## config.mk

```make
export PLATFORM = sky130hd
export DESIGN_NAME = raster_timing_gen
export DESIGN_NICKNAME = d
export VERILOG_FILES = /design/src/rtl/rtg_pkg.sv /design/src/rtl/rtg_regfile.sv /design/src/rtl/rtg_counter.sv /design/src/rtl/rtg_window.sv /design/src/rtl/raster_timing_gen.sv
export SDC_FILE = /design/constraint.sdc
export NUM_CORES = 1
export LEC_CHECK = 0
export BUFFER_PORTS_ARGS = -buffer_cell sky130_fd_sc_hd__buf_2
export CAP_MARGIN = 40
export CELL_PAD_IN_SITES_DETAIL_PLACEMENT = 2
export CELL_PAD_IN_SITES_GLOBAL_PLACEMENT = 2
export CORE_ASPECT_RATIO = 1.1
export CORE_MARGIN = 5
export CORE_UTILIZATION = 44
export CTS_BUF_LIST = sky130_fd_sc_hd__clkbuf_16
export DETAILED_ROUTE_END_ITERATION = 10
export GPL_TIMING_DRIVEN = 0
export PLACE_DENSITY = 0.95
export SLEW_MARGIN = 10
export SYNTH_ARGS = -nofsm -noshare
export SYNTH_HDL_FRONTEND = slang
export SYNTH_SLANG_ARGS = --single-unit
```

## constraint.sdc

```tcl
create_clock -name clk -period 6.16 [get_ports clk]
set_input_delay 1.232 -clock clk [delete_from_list [all_inputs] [get_ports clk]]
set_output_delay 1.232 -clock clk [all_outputs]
set_load 0.01 [all_outputs]
```

## src/rtl/rtg_pkg.sv

```systemverilog
package rtg_pkg;
  localparam int ADDR_W = 4;
  localparam int NREG   = 15;

  typedef enum logic [ADDR_W-1:0] {
    RG_HTOT = 4'd0,  RG_HSW  = 4'd1,  RG_HBS  = 4'd2,  RG_HDS  = 4'd3,
    RG_HDE  = 4'd4,  RG_HBE  = 4'd5,  RG_HCS  = 4'd6,  RG_VTOT = 4'd7,
    RG_VSW  = 4'd8,  RG_VBS  = 4'd9,  RG_VDS  = 4'd10, RG_VDE  = 4'd11,
    RG_VBE  = 4'd12, RG_VCS  = 4'd13, RG_VCE  = 4'd14
  } reg_id_e;

  // fixed offsets between register value and true position
  localparam int OFS_HTOT  = 8;
  localparam int OFS_HSYNC = 8;
  localparam int OFS_HBORD = 12;
  localparam int OFS_HDISP = 18;
  localparam int OFS_HCUR  = 17;
  localparam int OFS_VERT  = 1;

  typedef enum int {
    W_HS = 0, W_HB = 1, W_HD = 2, W_HC = 3,
    W_VS = 4, W_VB = 5, W_VD = 6, W_VC = 7
  } win_e;
  localparam int NWIN = 8;
endpackage

```

## src/rtl/rtg_regfile.sv

```systemverilog
module rtg_regfile
  import rtg_pkg::*;
#(
  parameter int DW = 12
) (
  input  logic                          clk,
  input  logic                          rst,
  input  logic                          we,
  input  logic [ADDR_W-1:0]             addr,
  input  logic [DW-1:0]                 wdata,
  input  logic                          load,
  output logic [NREG-1:0][DW-1:0]       active
);
  logic [NREG-1:0][DW-1:0] shadow;

  for (genvar i = 0; i < NREG; i++) begin : g_reg
    localparam logic [DW-1:0] MASK =
      (i == int'(RG_HTOT)) ? ~DW'(3) :
      ((i >= int'(RG_HSW)) && (i <= int'(RG_HBE))) ? ~DW'(1) : '1;

    always_ff @(posedge clk) begin
      if (rst) begin
        shadow[i] <= '0;
      end else if (we && addr == ADDR_W'(i)) begin
        shadow[i] <= wdata & MASK;
      end
    end

    always_ff @(posedge clk) begin
      if (rst) begin
        active[i] <= '0;
      end else if (load) begin
        active[i] <= shadow[i];
      end
    end
  end
endmodule

```

## src/rtl/rtg_counter.sv

```systemverilog
module rtg_counter #(
  parameter int W = 13
) (
  input  logic         clk,
  input  logic         rst,
  input  logic         clr,
  input  logic         step,
  input  logic [W-1:0] last,
  output logic [W-1:0] cnt,
  output logic         wrap
);
  assign wrap = step && (cnt >= last);

  always_ff @(posedge clk) begin
    if (rst || clr) begin
      cnt <= '0;
    end else if (step) begin
      cnt <= wrap ? '0 : cnt + W'(1);
    end
  end
endmodule

```

## src/rtl/rtg_window.sv

```systemverilog
module rtg_window #(
  parameter int W = 13
) (
  input  logic [W-1:0] pos,
  input  logic [W-1:0] lo,
  input  logic [W-1:0] hi,
  output logic         open
);
  assign open = (pos >= lo) && (pos < hi);
endmodule

```

## src/rtl/raster_timing_gen.sv

```systemverilog
module raster_timing_gen
  import rtg_pkg::*;
#(
  parameter int DW    = 12,
  parameter int CUR_W = 16,
  localparam int CW   = DW + 1
) (
  input  logic              clk,
  input  logic              rst,
  input  logic              cfg_we,
  input  logic [ADDR_W-1:0] cfg_addr,
  input  logic [DW-1:0]     cfg_wdata,
  input  logic              video_run,
  input  logic              hsync_neg,
  input  logic              vsync_neg,
  output logic              hsync,
  output logic              vsync,
  output logic              border_en,
  output logic              disp_en,
  output logic              cursor_win,
  output logic              frame_pulse,
  output logic [CW-1:0]     pix_x,
  output logic [CW-1:0]     pix_y
);
  logic [NREG-1:0][DW-1:0] cfg;
  logic                    load;
  logic [CW-1:0]           hc, vc;
  logic                    h_wrap, v_wrap;
  logic [CW-1:0]           h_last, v_last;
  logic [CW-1:0]           win_pos [NWIN];
  logic [CW-1:0]           win_lo  [NWIN];
  logic [CW-1:0]           win_hi  [NWIN];
  logic [NWIN-1:0]         win_open;
  logic [CW-1:0]           hds_pos, vds_pos, hcur_lo;

  // shadow/active register set; adopt new geometry at frame wrap or when idle
  assign load = !video_run || v_wrap;

  rtg_regfile #(.DW(DW)) u_regs (
    .clk(clk), .rst(rst), .we(cfg_we), .addr(cfg_addr),
    .wdata(cfg_wdata), .load(load), .active(cfg)
  );

  function automatic logic [CW-1:0] ext(input logic [DW-1:0] v);
    return {1'b0, v};
  endfunction

  assign h_last  = ext(cfg[RG_HTOT]) + CW'(OFS_HTOT - 1);
  assign v_last  = ext(cfg[RG_VTOT]);
  assign hds_pos = ext(cfg[RG_HDS]) + CW'(OFS_HDISP);
  assign vds_pos = ext(cfg[RG_VDS]) + CW'(OFS_VERT);
  assign hcur_lo = ext(cfg[RG_HCS]) + CW'(OFS_HCUR);

  rtg_counter #(.W(CW)) u_hcnt (
    .clk(clk), .rst(rst), .clr(!video_run), .step(video_run),
    .last(h_last), .cnt(hc), .wrap(h_wrap)
  );

  rtg_counter #(.W(CW)) u_vcnt (
    .clk(clk), .rst(rst), .clr(!video_run), .step(h_wrap),
    .last(v_last), .cnt(vc), .wrap(v_wrap)
  );

  // window bounds, all relative to the sync leading edge
  always_comb begin
    win_pos[W_HS] = hc; win_lo[W_HS] = '0;
    win_hi[W_HS]  = ext(cfg[RG_HSW]) + CW'(OFS_HSYNC);
    win_pos[W_HB] = hc; win_lo[W_HB] = ext(cfg[RG_HBS]) + CW'(OFS_HBORD);
    win_hi[W_HB]  = ext(cfg[RG_HBE]) + CW'(OFS_HBORD);
    win_pos[W_HD] = hc; win_lo[W_HD] = hds_pos;
    win_hi[W_HD]  = ext(cfg[RG_HDE]) + CW'(OFS_HDISP);
    win_pos[W_HC] = hc; win_lo[W_HC] = hcur_lo;
    win_hi[W_HC]  = hcur_lo + CW'(CUR_W);
    win_pos[W_VS] = vc; win_lo[W_VS] = '0;
    win_hi[W_VS]  = ext(cfg[RG_VSW]) + CW'(OFS_VERT);
    win_pos[W_VB] = vc; win_lo[W_VB] = ext(cfg[RG_VBS]) + CW'(OFS_VERT);
    win_hi[W_VB]  = ext(cfg[RG_VBE]) + CW'(OFS_VERT);
    win_pos[W_VD] = vc; win_lo[W_VD] = vds_pos;
    win_hi[W_VD]  = ext(cfg[RG_VDE]) + CW'(OFS_VERT);
    win_pos[W_VC] = vc; win_lo[W_VC] = ext(cfg[RG_VCS]) + CW'(OFS_VERT);
    win_hi[W_VC]  = ext(cfg[RG_VCE]) + CW'(OFS_VERT);
  end

  for (genvar w = 0; w < NWIN; w++) begin : g_win
    rtg_window #(.W(CW)) u_win (
      .pos(win_pos[w]), .lo(win_lo[w]), .hi(win_hi[w]), .open(win_open[w])
    );
  end

  logic disp_next;
  assign disp_next = video_run && win_open[W_HD] && win_open[W_VD];

  always_ff @(posedge clk) begin
    if (rst) begin
      hsync       <= 1'b0;
      vsync       <= 1'b0;
      border_en   <= 1'b0;
      disp_en     <= 1'b0;
      cursor_win  <= 1'b0;
      frame_pulse <= 1'b0;
      pix_x       <= '0;
      pix_y       <= '0;
    end else begin
      hsync       <= (video_run && win_open[W_HS]) ^ hsync_neg;
      vsync       <= (video_run && win_open[W_VS]) ^ vsync_neg;
      border_en   <= video_run && win_open[W_HB] && win_open[W_VB];
      disp_en     <= disp_next;
      cursor_win  <= video_run && win_open[W_HC] && win_open[W_VC];
      frame_pulse <= video_run && (hc == '0) && (vc == '0);
      pix_x       <= disp_next ? hc - hds_pos : '0;
      pix_y       <= disp_next ? vc - vds_pos : '0;
    end
  end
endmodule

```

==> flow_summary.json <==
{
  "status": "finished, final reports clean",
  "period_share_pct": 81.2,
  "r2r_start": "u_regs.active[144]",
  "power.total_mw": 6.16,
  "rows": 88,
  "clk_latency_ns": 0.64,
  "rr_worst_depth": 11,
  "hold_depth": 2,
  "dr_total_vias": 23100,
  "drive_gt1_share_pct": 7.98,
  "synth_top_area_share_pct": 34.7,
  "hold_class": "flip-flop to flip-flop",
  "ctsResizeCount": 0,
  "synth_nets": 2813,
  "cts_root_buf": "clkbuf_16",
  "synth_cell_types": 73,
  "min_to": "u_regs.shadow[100]",
  "powerDensity_nw_per_um2": 234,
  "worstHoldStart": "u_regs.shadow[100]",
  "grt_pass1_vias": 25400,
  "globalRouteMet2Util_pct": 67.2,
  "cp-end-kind": "flip-flop",
  "drv_slew": 0,
  "clkTransAtPathRegs_ns": 0.07,
  "die_area_um2": 57600,
  "dpl.hpwl_mm": 74.0,
  "cellLeakagePower_nw": 10.3,
  "crit_fanout": 5,
  "nets": 2938,
  "dieHeight_um": 251,
  "wl_per_cell_um": 37.9,
  "clk_path_buf_depth": 3,
  "ys.flop_type": "dfxtp_1",
  "synth-edff-count": 0,
  "ys_ff_latch": 404,
  "yosysMostFrequentCell": "dfxtp_1",
  "use_met3_pct": 8.79,
  "cts_setup_buffers": 0,
  "critPathLaunchType": "flip-flop",
  "final.setup.tns_ns": 0,
  "min_period_ns": 5.00,
  "setup_slack_ns": 1.16,
  "coreArea_um2": 52400,
  "criticalPathCategory": "flip-flop to flip-flop",
  "synthArstFlopShare_pct": 0,
  "syn-instance-count": 2581,
  "io_pins": 54,
  "cp.arrival_ns": 5.55,
  "final_cell_area_um2": 26400,
  "setup_viol": 0,
  "tightest_slew_ns": 1.14,
  "area.growth.synth_to_final_pct": 13.3,
  "reg2reg_slack_ns": 1.16,
  "grt_usage_pct": 39.1,
  "grt_pass1_wl_mm": 171,
  "cts.sinks": 404,
  "ys.warnings.count": 0,
  "ys_seq_area_share_pct": 34.7,
  "start_util_pct": 44.4,
  "pre_cts_slack_ns": 1.71,
  "routed_wl_mm": 130,
  "synth.area.top_cells": "dfxtp_1 (35%), mux2i_1 (12%), ha_1 (11%)",
  "yosys.area.top_type": "dfxtp_1",
  "hold_viol_final": 0,
  "drt_iter0_drc": 2204,
  "drtAntennaViolNets": 0,
  "dpl-instance-area_um2": 24700,
  "cts_tree": "yes",
  "grt_remaining_overflow": 0,
  "ir_worst_vdd_mv": 0.315,
  "gp_congestion": 0.900,
  "finish.utilization_pct": 50.3,
  "viasPerCell": 6.76,
  "first_pass_iters": 5,
  "skew_ns": 0.0324,
  "hold_slack_ns": 0.480,
  "drv_cap": 0,
  "grt_max_degree": 14,
  "drc_errors": 0,
  "netlist_top_cells_count": "dfxtp_1 (404), nand2b_1 (360), mux2i_1 (278)",
  "synth_area_um2": 23300,
  "grt_busiest_layer": "met2",
  "cts_hold_buffers": 0,
  "cts_buffers": 46,
  "syn_avg_cell_area_um2": 9.02,
  "dpl.cell_count": 3326,
  "grt_setup_unrepaired": "no",
  "grt.met1_usage_pct": 41.3,
  "port_buffers": 49,
  "fmax_ghz": 0.200,
  "max_slew_margin_pct": 22.4,
  "antenna_found_initial": 7,
  "regToRegEndpoint": "border_en",
  "die_x_um": 229,
  "fin_cells": 3422,
  "crit_required_ns": 6.71,
  "htreeDepth": 2
}
## critical path, stage by stage, from the launching register on
cell	delay (ns)
dfxtp_1	0.44
ha_1	0.25
nand3_1	0.19
nor2_1	0.32
and3_1	0.28
and3_1	0.25
nand3_1	0.12
ha_1	0.33
a2111oi_0	0.98
o211ai_1	0.51
a221oi_1	0.89
o211a_1	0.34
## per-layer routing
| metal | wire, um | vias to the layer above |
|---|---|---|
| li1 | - | 9105 |
| met5 | 92 | - |
| met4 | 14700 | 10 |
| met2 | 59400 | 1639 |
| met1 | 44700 | 11400 |
| met3 | 10900 | 945 |
## cells in the final DEF (no fill, tap or decap), drive strengths merged, types with 76 or more instances in the layout
cell type,n
a21oi,131
xor2,95
clkbuf,139
buf,112
mux2i,278
nor2,205
nand2,208
nand3,102
xnor2,76
nand2b,361
dfxtp,404
ha,208
## area by class of cell
type | count | area, um2
clock buffer | 49 | 1230
clock inverter | 37 | 344
tap | 675 | 845
fill | 5487 | 26000
inverter | 57 | 214
buffer | 125 | 658
timing repair buffer | 77 | 664
antenna | 3 | 7.51
multi-input combinational | 1995 | 14300
sequential | 404 | 8090
## worst max-delay path by stage
stage	end	slack, ns	cells past startpoint	startpoint
floorplan	cursor_win	2.91	13	u_regs.active[72]
global placement	cursor_win	2.11	13	u_regs.active[72]
detailed placement	cursor_win	1.71	13	u_regs.active[72]
CTS	cursor_win	1.62	13	u_regs.active[72]
global route	cursor_win	1.25	13	u_regs.active[72]
finish	border_en	1.16	11	u_regs.active[144]
## flip-flops by register name, indices dropped and copies added (netlist names)
name / flops
disp_en: 1
u_hcnt.cnt: 13
u_regs.active: 173
frame_pulse: 1
border_en: 1
u_vcnt.cnt: 13
cursor_win: 1
pix_y: 13
vsync: 1
u_regs.shadow: 173
pix_x: 13
hsync: 1
## power breakdown
| group | switching (mW) | total [mW] | internal (mW) |
|---|---|---|---|
| combinational | 0.290 | 0.423 | 0.132 |
| clock | 1.35 | 3.08 | 1.73 |
| sequential | 0.0275 | 2.66 | 2.63 |
## cell families after synthesis
group / share of synthesized area (%)
AND/OR/NAND/NOR: 23.7
buffers and inverters: 3.70
XOR/XNOR: 6.43
AO/OA/AOI/OAI: 7.86
flip-flops: 34.7
multiplexers: 12.1
adder cells (fa/ha/maj): 11.4
Note: power is estimated with default switching activity, not from simulation.
